**config.mk**
```make
export PLATFORM = sky130hd
export DESIGN_NAME = exc_ctrl
export DESIGN_NICKNAME = d
export VERILOG_FILES = /design/src/rtl/exc_pkg.sv /design/src/rtl/exc_stage_reg.sv /design/src/rtl/exc_write_gate.sv /design/src/rtl/exc_commit.sv /design/src/rtl/exc_ctrl.sv
export SDC_FILE = /design/constraint.sdc
export NUM_CORES = 1
export LEC_CHECK = 0
export CAP_MARGIN = 20
export CORE_ASPECT_RATIO = 0.9
export CORE_MARGIN = 2
export CORE_UTILIZATION = 50
export DETAILED_ROUTE_END_ITERATION = 6
export PLACE_DENSITY_LB_ADDON = 0.12
export SYNTH_ARGS = -nofsm -noshare
export SYNTH_HDL_FRONTEND = slang
export SYNTH_SLANG_ARGS = --single-unit
```
**constraint.sdc**
```tcl
create_clock -name clk -period 4.1 [get_ports clk]
set_input_delay 1.025 -clock clk [delete_from_list [all_inputs] [get_ports clk]]
set_output_delay 1.025 -clock clk [all_outputs]
set_load 0.005 [all_outputs]
```
**src/rtl/exc_pkg.sv**
```systemverilog
package exc_pkg;

    localparam int PC_W    = 32;
    localparam int CAUSE_W = 4;
    localparam int NSTG    = 4;   // decode, execute, memory, writeback registers

    typedef enum logic [CAUSE_W-1:0] {
        EXC_NONE      = 4'd0,
        EXC_IF_PAGE   = 4'd1,
        EXC_IF_ALIGN  = 4'd2,
        EXC_IF_PROT   = 4'd3,
        EXC_ID_OPC    = 4'd4,
        EXC_EX_OVF    = 4'd5,
        EXC_MEM_PAGE  = 4'd6,
        EXC_MEM_ALIGN = 4'd7,
        EXC_MEM_PROT  = 4'd8,
        EXC_MEM_ERR   = 4'd9,
        EXC_IRQ       = 4'd10
    } exc_cause_e;

    typedef struct packed {
        logic            vld;
        exc_cause_e      cause;
        logic [PC_W-1:0] pc;
    } stage_tag_t;

    // Attach a newly raised cause unless one is already recorded.
    function automatic stage_tag_t merge_tag(stage_tag_t t, exc_cause_e raised);
        stage_tag_t r;
        r = t;
        if (!t.vld)
            r.cause = EXC_NONE;
        else if (t.cause == EXC_NONE)
            r.cause = raised;
        return r;
    endfunction

    function automatic logic is_fault(stage_tag_t t);
        return t.vld && (t.cause != EXC_NONE);
    endfunction

endpackage

```
**src/rtl/exc_stage_reg.sv**
```systemverilog
module exc_stage_reg
    import exc_pkg::*;
(
    input  logic       clk,
    input  logic       rst,
    input  logic       flush,
    input  stage_tag_t d,
    input  exc_cause_e raised,
    output stage_tag_t q
);

    always_ff @(posedge clk) begin
        if (rst || flush)
            q <= '0;
        else
            q <= merge_tag(d, raised);
    end

    AST_FIRST_CAUSE_KEPT: assert property (@(posedge clk) disable iff (rst)
        (d.vld && d.cause != EXC_NONE && !flush) |=> (q.cause == $past(d.cause)));

    AST_RAISE_RECORDED: assert property (@(posedge clk) disable iff (rst)
        (d.vld && d.cause == EXC_NONE && !flush) |=> (q.cause == $past(raised)));

    AST_FLUSH_EMPTIES: assert property (@(posedge clk) disable iff (rst)
        flush |=> !q.vld);

endmodule

```
**src/rtl/exc_write_gate.sv**
```systemverilog
module exc_write_gate
    import exc_pkg::*;
(
    input  stage_tag_t mem_tag,
    input  exc_cause_e mem_raised,
    input  stage_tag_t wb_tag,
    input  logic       wb_trap,
    input  logic       mem_wr_req,
    input  logic       wb_reg_wr_req,
    output logic       mem_wr_en,
    output logic       reg_wr_en
);

    logic mem_clean;

    always_comb begin
        mem_clean = mem_tag.vld && (mem_tag.cause == EXC_NONE) && (mem_raised == EXC_NONE);
        mem_wr_en = mem_wr_req && mem_clean && !wb_trap;
        reg_wr_en = wb_reg_wr_req && wb_tag.vld && (wb_tag.cause == EXC_NONE);
    end

endmodule

```
**src/rtl/exc_commit.sv**
```systemverilog
module exc_commit
    import exc_pkg::*;
#(
    parameter logic [PC_W-1:0] HANDLER_PC = 32'h0000_0080,
    parameter logic [PC_W-1:0] IRQ_PC     = 32'h0000_0100
) (
    input  logic            clk,
    input  logic            rst,
    input  stage_tag_t      wb_tag,
    input  logic            pipe_empty,
    input  logic            irq_req,
    input  logic [PC_W-1:0] if_pc,
    output logic            take_fault,
    output logic            take_irq,
    output logic            fetch_hold,
    output logic            redirect,
    output logic [PC_W-1:0] redirect_pc,
    output logic [PC_W-1:0] epc,
    output exc_cause_e      ecause
);

    logic irq_pend;

    always_comb begin
        take_fault  = is_fault(wb_tag);
        take_irq    = irq_pend && pipe_empty && !take_fault;
        fetch_hold  = irq_pend;
        redirect    = take_fault || take_irq;
        redirect_pc = take_fault ? HANDLER_PC : (take_irq ? IRQ_PC : '0);
    end

    always_ff @(posedge clk) begin
        if (rst) begin
            irq_pend <= 1'b0;
            epc      <= '0;
            ecause   <= EXC_NONE;
        end else begin
            irq_pend <= irq_req || (irq_pend && !take_irq);
            if (take_fault) begin
                epc    <= wb_tag.pc;
                ecause <= wb_tag.cause;
            end else if (take_irq) begin
                epc    <= if_pc;
                ecause <= EXC_IRQ;
            end
        end
    end

    AST_EPC_HOLD: assert property (@(posedge clk) disable iff (rst)
        !redirect |=> $stable(epc) && $stable(ecause));

    AST_FAULT_SAVED: assert property (@(posedge clk) disable iff (rst)
        take_fault |=> (epc == $past(wb_tag.pc)));

    AST_FAULT_OVER_IRQ: assert property (@(posedge clk) disable iff (rst)
        (take_fault && irq_pend) |=> irq_pend);

endmodule

```
**src/rtl/exc_ctrl.sv**
```systemverilog
module exc_ctrl
    import exc_pkg::*;
#(
    parameter logic [PC_W-1:0] HANDLER_PC = 32'h0000_0080,
    parameter logic [PC_W-1:0] IRQ_PC     = 32'h0000_0100
) (
    input  logic               clk,
    input  logic               rst,
    input  logic               if_vld,
    input  logic [PC_W-1:0]    if_pc,
    input  logic [CAUSE_W-1:0] if_cause,
    input  logic               id_illegal,
    input  logic               ex_overflow,
    input  logic [CAUSE_W-1:0] mem_cause,
    input  logic               mem_wr_req,
    input  logic               wb_reg_wr_req,
    input  logic               irq_req,
    output logic               fetch_hold,
    output logic               redirect,
    output logic [PC_W-1:0]    redirect_pc,
    output logic [PC_W-1:0]    epc,
    output logic [CAUSE_W-1:0] ecause,
    output logic               mem_wr_en,
    output logic               reg_wr_en,
    output logic [NSTG-1:0]    stage_vld
);

    localparam int MEM_IDX = NSTG - 1;
    localparam int WB_IDX  = NSTG;

    stage_tag_t tag   [0:NSTG];
    exc_cause_e raise [0:NSTG-1];
    logic       take_fault, take_irq, pipe_empty;
    exc_cause_e ecause_e;

    assign tag[0]   = '{vld: if_vld && !fetch_hold, cause: EXC_NONE, pc: if_pc};
    assign raise[0] = exc_cause_e'(if_cause);
    assign raise[1] = id_illegal  ? EXC_ID_OPC : EXC_NONE;
    assign raise[2] = ex_overflow ? EXC_EX_OVF : EXC_NONE;
    assign raise[3] = exc_cause_e'(mem_cause);

    genvar gi;
    generate
        for (gi = 0; gi < NSTG; gi++) begin : g_stage
            exc_stage_reg u_reg (
                .clk    (clk),
                .rst    (rst),
                .flush  (redirect),
                .d      (tag[gi]),
                .raised (raise[gi]),
                .q      (tag[gi+1])
            );
            assign stage_vld[gi] = tag[gi+1].vld;
        end
    endgenerate

    assign pipe_empty = (stage_vld == '0);

    exc_commit #(
        .HANDLER_PC (HANDLER_PC),
        .IRQ_PC     (IRQ_PC)
    ) u_commit (
        .clk         (clk),
        .rst         (rst),
        .wb_tag      (tag[WB_IDX]),
        .pipe_empty  (pipe_empty),
        .irq_req     (irq_req),
        .if_pc       (if_pc),
        .take_fault  (take_fault),
        .take_irq    (take_irq),
        .fetch_hold  (fetch_hold),
        .redirect    (redirect),
        .redirect_pc (redirect_pc),
        .epc         (epc),
        .ecause      (ecause_e)
    );

    assign ecause = ecause_e;

    exc_write_gate u_gate (
        .mem_tag       (tag[MEM_IDX]),
        .mem_raised    (raise[MEM_IDX]),
        .wb_tag        (tag[WB_IDX]),
        .wb_trap       (take_fault),
        .mem_wr_req    (mem_wr_req),
        .wb_reg_wr_req (wb_reg_wr_req),
        .mem_wr_en     (mem_wr_en),
        .reg_wr_en     (reg_wr_en)
    );

    AST_NO_STORE_BEHIND_TRAP: assert property (@(posedge clk) disable iff (rst)
        take_fault |-> !mem_wr_en);

    AST_NO_REGWR_ON_TRAP: assert property (@(posedge clk) disable iff (rst)
        redirect |-> !reg_wr_en);

    AST_IRQ_ON_EMPTY_PIPE: assert property (@(posedge clk) disable iff (rst)
        take_irq |-> (stage_vld == '0));

    AST_HOLD_BLOCKS_FETCH: assert property (@(posedge clk) disable iff (rst)
        fetch_hold |=> !stage_vld[0]);

    AST_ONE_REDIRECT_KIND: assert property (@(posedge clk) disable iff (rst)
        !(take_fault && take_irq));

endmodule

```
## Word-level counts from Yosys, hierarchy flattened

Cells that the tools add are included.

| word-level totals | value |
|---|---|
| register bits | 185 |
| latch bits | 0 |
| RAM bits | 0 |
| memory bits (read-only) | 0 |
| output and inout port bits | 76 |
| logic and storage cells | 59 |
| memories kept | 0 |

| cells by class | value |
|---|---|
| add/subtract/negate cells | 0 |
| $mul | 0 |
| div/mod/pow operators | 0 |
| order comparisons | 0 |
| equality and inequality tests | 0 |
| shift-type cells | 0 |
| muxes and demuxes | 11 |
| bitwise logic cells | 4 |
| reductions and logical operators | 29 |

Operator list:

| cell | number |
|---|---|
| $mux 32 | 3 |
| $logic_not 4->1 | 6 |
| $mux 4 | 5 |
| $logic_and 1x1->1 | 11 |
| $mux 9 | 1 |
| $reduce_or 2->1 | 4 |
| $mux 3 | 2 |
| $not 1->1 | 4 |
| $reduce_bool 4->1 | 1 |
| $logic_not 1->1 | 3 |
| $logic_or 1x1->1 | 3 |
| $reduce_bool 2->1 | 1 |

## Logic depth before layout (Yosys ltp)

Gate-level depths: netlist of the first run.

| logic depth | value |
|---|---|
| depth after elaboration | 7 |
| gate-level depth with buffers | 6 |
| mapped depth without buffers | 4 |

## Modules after synthesis

From an unflattened synthesis of the first run, not the netlist that was laid out.

| second synthesis, totals | value |
|---|---|
| cell total of the unflattened synthesis | 575 |
| area total of the unflattened synthesis | 6219.7 um^2 |

By module, submodules not included:

| module | times used | cells an instance | area each (um^2) |
|---|---|---|---|
| exc_stage_reg | 4 | 82 | 1069.8 |
| exc_commit | 1 | 238 | 1871.8 |
| exc_write_gate | 1 | 6 | 46.3 |
| exc_ctrl | 1 | 3 | 22.5 |

## Least setup slack after synthesis of the first run

No wires, ideal clock.

| timing | value |
|---|---|
| path type | register to output |
| start | reg g_stage[3].u_reg.q[33] in the netlist's numbering |
| end | out mem_wr_en |
| arrival time | 1.491 ns |
| required time | 3.075 ns |
| path slack | 1.584 ns |
| stages on the path, launching flop included | 5 |
| buffers on the path | 2 |
| cells stage by stage | dfxtp_1 o41ai_4 clkbuf_1 buf_2 and4_1 |

| between the ends | value |
|---|---|
| word-level cells in the longest chain between the ends | 4 |

Ends and longest elaborated chain:

| element | RTL line | source |
|---|---|---|
| from (decl) | exc_stage_reg.sv:9 | `output stage_tag_t q` |
| from (signal assigned) | exc_stage_reg.sv:16 | `q <= merge_tag(d, raised);` |
| $reduce_bool 4->1 | exc_pkg.sv:39 | `return t.vld && (t.cause != EXC_NONE);` |
| $logic_and 1x1->1 | exc_pkg.sv:39 |  |
| $logic_not 1->1 | exc_write_gate.sv:18 | `mem_wr_en = mem_wr_req && mem_clean && !wb_trap;` |
| $logic_and 1x1->1 | exc_write_gate.sv:18 |  |
| to (decl) | exc_ctrl.sv:23 | `output logic mem_wr_en,` |

Every way passes these cells.

## Worst setup path after layout of the first run

| timing | value |
|---|---|
| start | in mem_cause[1] |
| end | out mem_wr_en |

| between the ends | value |
|---|---|
| word-level cells in the longest chain between the ends | 4 |

Ends and longest elaborated chain:

| element | RTL line | source |
|---|---|---|
| from (decl) | exc_ctrl.sv:14 | `input logic [CAUSE_W-1:0] mem_cause,` |
| $logic_not 4->1 | exc_write_gate.sv:17 | `mem_clean = mem_tag.vld && (mem_tag.cause == EXC_NONE) && (mem_raised == EXC_NONE);` |
| $logic_and 1x1->1 | exc_write_gate.sv:17 |  |
| $logic_and 1x1->1 (2 in a row) | exc_write_gate.sv:18 |  |

Every way passes these cells.

==> results.md, run 1 <==
- Max-Cap Viols: 0
- Crit path time final: approximately 3.5 ns
- Placed cell area: 0.00688 mm²
- IO Port Bufs: just over 90
- Sink Count: around 190
- Top-count cell post-synth: dfxtp_1
- Min-delay worst type: reg -> reg
- CP arrival: 2.51 ns
- Die area: between 0.01 and 0.015 mm²
- GR peak layer: met2
- CP Class: in -> out
- Setup tns final: 0 ns
- Worst Skew: 0.00502 ns
- PwrDens: about 500 mW/mm²
- Synth top cells by count: dfxtp_1, and2_1, a21oi_1
- WHS Path Cells: 1
- Sw frac: 21.9%
- Final Cell Area: 0.00746 mm²
- Avg Inst Size Synth: 11.1 µm²
- Total track usage: 19.3%
- H-tree depth: 4
- Final slew viol count: 0
- WL/cell: 15.1 µm
- Seq pwr share: 50.7%
- Post-synth ARST share: 0%
- Initial antenna violation count: 0
- WL final: 11900 µm
- Routability cong.: just under 0.8
- First-pass GRT wire length: 19100 µm
- Met3 Track Usage GR: 6.46%
- GRT overflow: 0
- Slew of the pin with the lowest slew margin: 0.795 ns
- Layout area overhead: 24.5%
- Top_reg_cell synth: dfxtp_1
- ANT cells: 0
- Vias in the first global route: 3771
- Period utilization: 86.1%
- FF+latch count, synth: roughly 190
- Yosys warning count: 0
- R2r worst-path depth: 6
- Internal cell power: slightly below 0.003 W
- Clk buf depth: 2
- Die width: 119 µm
- Ranking of synthesized cells by area: dfxtp_1, and2_1, a32oi_1
- Final antenna-violating net count: 0
- GRT met2 Usage: a little under a third
- Largest net degree at the start of global routing: 93
- Worst-path fanout max: 2
- Number of CTS-inserted buffers: 17
- Status: complete, no violations
- Starting Density: 51.8%
- Crit end category: output port
- Worst EP required: 3.07 ns
- Post-DP HPWL: 7360 µm
- Drt pass-1 iters: 4
- Fill cells: 948
- Violation count after the first detailed-route iteration: 154
- CTS tree: built
- Max Fclk: 283 MHz
- Total I/O pin count: around 120
- Unrepaired setup endpoints after global routing: no
- Peak VDD IR: 302 µV
- Die Y-Extent: 108 µm
- DRC: 0
- EDFF count, synth: 0
- Hold buffers post-CTS: 0
- Rows: 37
- Post-synthesis cell type with the largest combined area: dfxtp_1
- Postcts setup bufs: 0
- Yosys top cell area share: 61.8%
- CTS root buf: clkbuf_16
- Via Count: 3936
- LEAKAGE: around 2.9 nW
- Final hold violation count: 0
- Distinct cells, synth: 31
- Slew headroom: 47.0%
- Register area share after synthesis: about three fifths
- Worst skew pair latency: slightly above 0.4 ns
- Mapped Cells: 542
- Switching power total: 0.000816 W
- Share of layout cells above drive strength 1: approximately 8%
- Post-CTS sizing: 0
- Clock power share: 42.7%
- Fin nets: 665
- Core footprint: 0.0116 mm²
- Vias/cell: ~5
- Comb pwr share: around 6.6%
- Setup violators final: 0
- Mapped cell area: 0.00599 mm²
- GR Util met1: between 20% and 30%
- Critical path launch point type: primary input
- Reg clk slew, reported paths: roughly 0.060 ns
## logic make-up after synthesis
logic type / after synthesis / share of synthesized area [%]
buf+inv: 81 / 7.60
other cells: 1 / 0.0626
simple gates: 163 / 16.9
flops: 185 / 61.8
compound gates: 112 / 13.6
## sequential cells by signal, indices dropped and copies added (netlist names)
name and cells:
u_commit.epc 32, u_commit.ecause 4, g_stage.u_reg.q 148, u_commit.fetch_hold 1
## layout by cell type (no fill, tap or decap), types with 2 or more instances in the layout
cell type / count
dfxtp_1: 184
clkinv_4: 5
nor4_1: 3
and2_1: 137
clkdlybuf4s50_1: 92
bufinv_16: 2
buf_4: 9
conb_1: 30
nor2_1: 6
a32oi_1: 31
clkinv_2: 4
nand2_1: 3
o221a_2: 2
inv_6: 2
inv_2: 2
nand3_1: 2
o211ai_1: 34
nand3b_1: 2
and4_1: 2
o21a_1: 3
inv_1: 4
clkbuf_16: 17
and3_1: 3
a31oi_1: 3
a21oi_1: 36
## final timing paths
| check | from | endpoint | slack, ns |
|---|---|---|---|
| max | mem_cause[1] | mem_wr_en | 0.57 |
| min | g_stage[2].u_reg.q[11]$_SDFF_PP0_ | g_stage[3].u_reg.q[11]$_SDFF_PP0_ | 0.42 |
| max reg2reg | g_stage[3].u_reg.q[33]$_SDFF_PP0_ | g_stage[0].u_reg.q[18]$_SDFF_PP0_ | 1.75 |
| min reg2reg | g_stage[2].u_reg.q[11]$_SDFF_PP0_ | g_stage[3].u_reg.q[11]$_SDFF_PP0_ | 0.42 |
## critical path, cell delays in order
cell             delay [ns]
clkdlybuf4s50_1        0.43
nor4_1                 0.31
and4_1                 0.25
clkdlybuf4s50_1        0.50
## power by group through the flow
stage,combinational [W],clock (W),sequential [W]
floorplan,0.000145,0,0.00192
global placement,0.000241,0,0.00192
detailed placement,0.000246,0,0.00193
CTS,0.000248,0.00162,0.00189
global route,0.000273,0.00170,0.00189
finish,0.000247,0.00159,0.00189
## metrics by stage
step	hold WS (ns)	power (W)	util (%)	cells	worst slack [ns]
2_1_floorplan	0.406	0.00207	-	571	1.58
3_3_place_gp	0.407	0.00216	59.4	754	0.664
3_5_place_dp	0.410	0.00217	59.4	754	0.567
4_1_cts	0.427	0.00376	64.5	786	0.561
5_1_grt	0.431	0.00386	64.5	786	0.553
6_report	0.424	0.00372	64.5	786	0.569
## per-layer routing
metal | share of wire [%] | vias to the layer above | wire length [µm]
met3 | 5.4 | 6 | 635
met1 | 46 | 1869 | 5490
met5 | 0 | - | 0
met4 | 0.59 | 0 | 70
li1 | - | 1938 | -
met2 | 48 | 123 | 5660
## final cells by class
| type | count | area, µm² | area share (%) |
|---|---|---|---|
| sequential | 185 | 3700 | 49.6 |
| clock inverter | 14 | 149 | 1.99 |
| inverter | 6 | 22.5 | 0.302 |
| clock buffer | 18 | 439 | 5.88 |
| timing repair buffer | 102 | 993 | 13.3 |
| tap | 156 | 195 | 2.61 |
| multi-input combinational | 305 | 1960 | 26.3 |
Power figures use the tool's default switching activity.
==> run 2, diff against run 1 <==
- CORE_UTILIZATION: 50 -> 45
- clock period: 4.1 -> 2.9 ns (I/O delays scaled with it)
==> run 2 against run 1 <==
  * Sequential share of layout area fell by 0.58 points
  * Critical endpoint is now redirect
  * Critical path depth fell by 1
  * Combinational power rose by 45%
  * Sequential power rose by 41%
  * Register-to-register slack got worse by 1.2 ns
  * Final area rose by 1.2%
  * Sequential cell count did not move
  * Count of clock-buffer cells in the layout rose by 7
  * Routed wire length fell by 0.57%
  * Total power rose by 44%
  * Global-route usage fell by 2.1 points
  * Highest routed layer unchanged
==> results.md, run 2 (synthesis results as in run 1) <==
- CP max stage cell: or4_4 (was clkdlybuf4s50_1)
- CP arrival: 2.08 ns (was 2.51 ns)
- Slew of the pin with the lowest slew margin: 0.561 ns (was 0.795 ns)
- Worst EP required: 2.17 ns (was 3.07 ns)
- Max reg flops: 148 (unchanged)
- Period utilization: a little over nine tenths
- Placed cell area: 0.00692 mm² (was 0.00688 mm²)
- Final antenna-violating net count: 0 (unchanged)
- Critical path launch point type: flip-flop (was primary input)
- Seq pwr share: 49.6% (was 50.7%)
- Slowest stage delay, CP: 0.59 ns (was 0.50 ns)
- Crit end category: output port (unchanged)
- Most frequent cells in the layout: dfxtp_1, and2_1, clkdlybuf4s50_1 (unchanged)
- Crit path time final: approximately 2.8 ns
- Comb pwr share: 6.7% (was 6.6%)
- Core footprint: 0.0128 mm² (was 0.0116 mm²)
- Max Fclk: 357 MHz
- Max-Cap Viols: 0 (unchanged)
- Commonest non-fill, non-tap cell in the layout: dfxtp_1 (unchanged)
- Violation count after the first detailed-route iteration: 255 (was 154)
- Worst-path fanout max: 4 (was 2)
- Sw frac: 20.3% (was 21.9%)
- Setup WS pre-CTS: 0.00628 ns (was 0.567 ns)
- CTS tree: built (unchanged)
- Min-delay worst type: reg -> reg (unchanged)
- Die area: 0.0143 mm² (was 0.0129 mm²)
- Sink Count: 185 (unchanged)
- Finished Core Util: 58.8% (was 64.5%)
- Fin nets: 669 (was 665)
- Final hold violation count: 0 (unchanged)
- Switching power total: 0.00109 W (was 0.000816 W)
- Final slew viol count: 0 (unchanged)
- Post-DP HPWL: 7470 µm (was 7360 µm)
- Largest regs: g_stage.u_reg.q: 148 flops, u_commit.epc: 32 flops, u_commit.ecause: 4 flops (unchanged)
- Biggest register: g_stage.u_reg.q (unchanged)
- Worst Skew: 0.00602 ns (was 0.00502 ns)
- CTS root buf: clkbuf_16 (unchanged)
- IO Port Bufs: 93 (unchanged)
- Clk buf depth: 2 (unchanged)
- Setup tns final: 0 ns (unchanged)
- Total Power: 0.00537 W (was 0.00372 W)
- Vias in the first global route: 3737 (was 3771)
- DRC: 0 (unchanged)
- Starting Density: 46.7% (was 51.8%)
- Largest net degree at the start of global routing: 81 (was 93)
- Crit-path cells: or4_4, o21ai_2, clkdlybuf4s50_1 (was clkdlybuf4s50_1, nor4_1, and4_1, clkdlybuf4s50_1)
- Fill cells: 1075 (was 948)
- Unrepaired setup endpoints after global routing: no (unchanged)
- Share of layout cells above drive strength 1: 8.52% (was 7.94%)
- Vias/cell: 4.91 (was 5.01)
- GRT overflow: 0 (unchanged)
- Layout area overhead: 26.0% (was 24.5%)
- Drt pass-1 iters: 6 (was 4)
- Reg clk slew, reported paths: 0.06 ns (about the same)
- Worst skew pair latency: 0.41 ns (about the same)
- Final Cell Area: 0.00755 mm² (was 0.00746 mm²)
- Hold buffers post-CTS: 0 (unchanged)
- PwrDens: 711 mW/mm² (was 499 mW/mm²)
- WL/cell: 14.8 µm (was 15.1 µm)
- CP Class: reg -> out (was in -> out)
- Number of CTS-inserted buffers: 17 (unchanged)
- Final worst setup slack: 0.0984 ns (was 0.569 ns)
- Total track usage: 17.2% (was 19.3%)
- LEAKAGE: 2.96 nW (was 2.89 nW)
- Die Y-Extent: 113 µm (was 108 µm)
- Postcts setup bufs: 0 (unchanged)
- WL final: 11800 µm (was 11900 µm)
- Rows: 39 (was 37)
- Peak VDD IR: 447 µV (was 302 µV)
- Initial antenna violation count: 0 (unchanged)
- Internal cell power: 0.00428 W (was 0.00291 W)
- Status: complete, no violations (unchanged)
- ANT cells: 0 (unchanged)
- Setup violators final: 0 (unchanged)
- Total I/O pin count: 124 (unchanged)
- Slew headroom: 62.6% (was 47.0%)
- Routability cong.: 0.804 (was 0.780)
- H-tree depth: 4 (unchanged)
- Die width: 126 µm (was 119 µm)
- Via Count: 3921 (was 3936)
- First-pass GRT wire length: 19200 µm (was 19100 µm)
- Clock power share: 43.7% (was 42.7%)
[run 2: cell count changes in the layout (fill, tap and decap cells not counted), sizes merged, moves of 2 or more]
cell / before / now
clkbuf: 18 / 25
clkinv: 9 / 3
buf: 10 / 14
clkdlybuf4s50: 92 / 89
dlymetal6s2s: 0 / 2
inv: 8 / 6
[run 2: critical path: cells and delay by family, from the launching register on]
family          cells  cell delay [ns]
compound gates      1             0.19
buf+inv             1             0.53
flops               1             0.35
simple gates        1             0.59
[run 2: repair_timing]
action	in CTS	in global routing
pin swaps	1	2
endpoints found under the setup margin	2	3
resized for setup	3	3
endpoints found under the hold margin	0	0
[run 2: power by group through the flow]
stage	registers [W]	clock network [W]	logic, W
final	0.00266	0.00235	0.000359
after floorplan	0.00271	0	0.000205
after global routing	0.00267	0.00252	0.000395
after CTS	0.00266	0.00240	0.000361
after detailed placement	0.00272	0	0.000358
after global placement	0.00272	0	0.000351
[run 2: final timing paths]
| path | startpoint | endpoint | slack [ns] | cells past startpoint |
|---|---|---|---|---|
| max | g_stage[1].u_reg.q[36]$_SDFF_PP0_ | redirect | 0.1 | 3 |
| min | g_stage[0].u_reg.q[4]$_SDFF_PP0_ | g_stage[1].u_reg.q[4]$_SDFF_PP0_ | 0.42 | 1 |
| max reg2reg | g_stage[3].u_reg.q[33]$_SDFF_PP0_ | g_stage[2].u_reg.q[17]$_SDFF_PP0_ | 0.58 | 6 |
| min reg2reg | g_stage[0].u_reg.q[4]$_SDFF_PP0_ | g_stage[1].u_reg.q[4]$_SDFF_PP0_ | 0.42 | 1 |
[run 2: stage by stage]
step | cells | hold slack [ns]
floorplan | 571 | 0.406
global placement | 766 | 0.407
detailed placement | 766 | 0.411
CTS | 798 | 0.424
global route | 798 | 0.432
finish | 798 | 0.423
[run 2: layout make-up]
type	count	area, µm²	area share, %
Sequential cell	185	3700	49.1
Inverter	6	22.5	0.298
Multi-Input combinational cell	305	1970	26.1
Tap cell	164	205	2.72
Clock buffer	25	505	6.69
Clock inverter	7	113	1.49
Timing Repair Buffer	106	1030	13.6
[run 2: per-layer routing]
metal | GRT usage (%) | vias to the layer above | routed length [µm]
li1 | - | 1942 | -
met1 | 23.0 | 1857 | 5770
met2 | 26.1 | 113 | 5220
met3 | 5.72 | 9 | 683
met4 | 6.44 | 0 | 116
met5 | 0 | - | 0
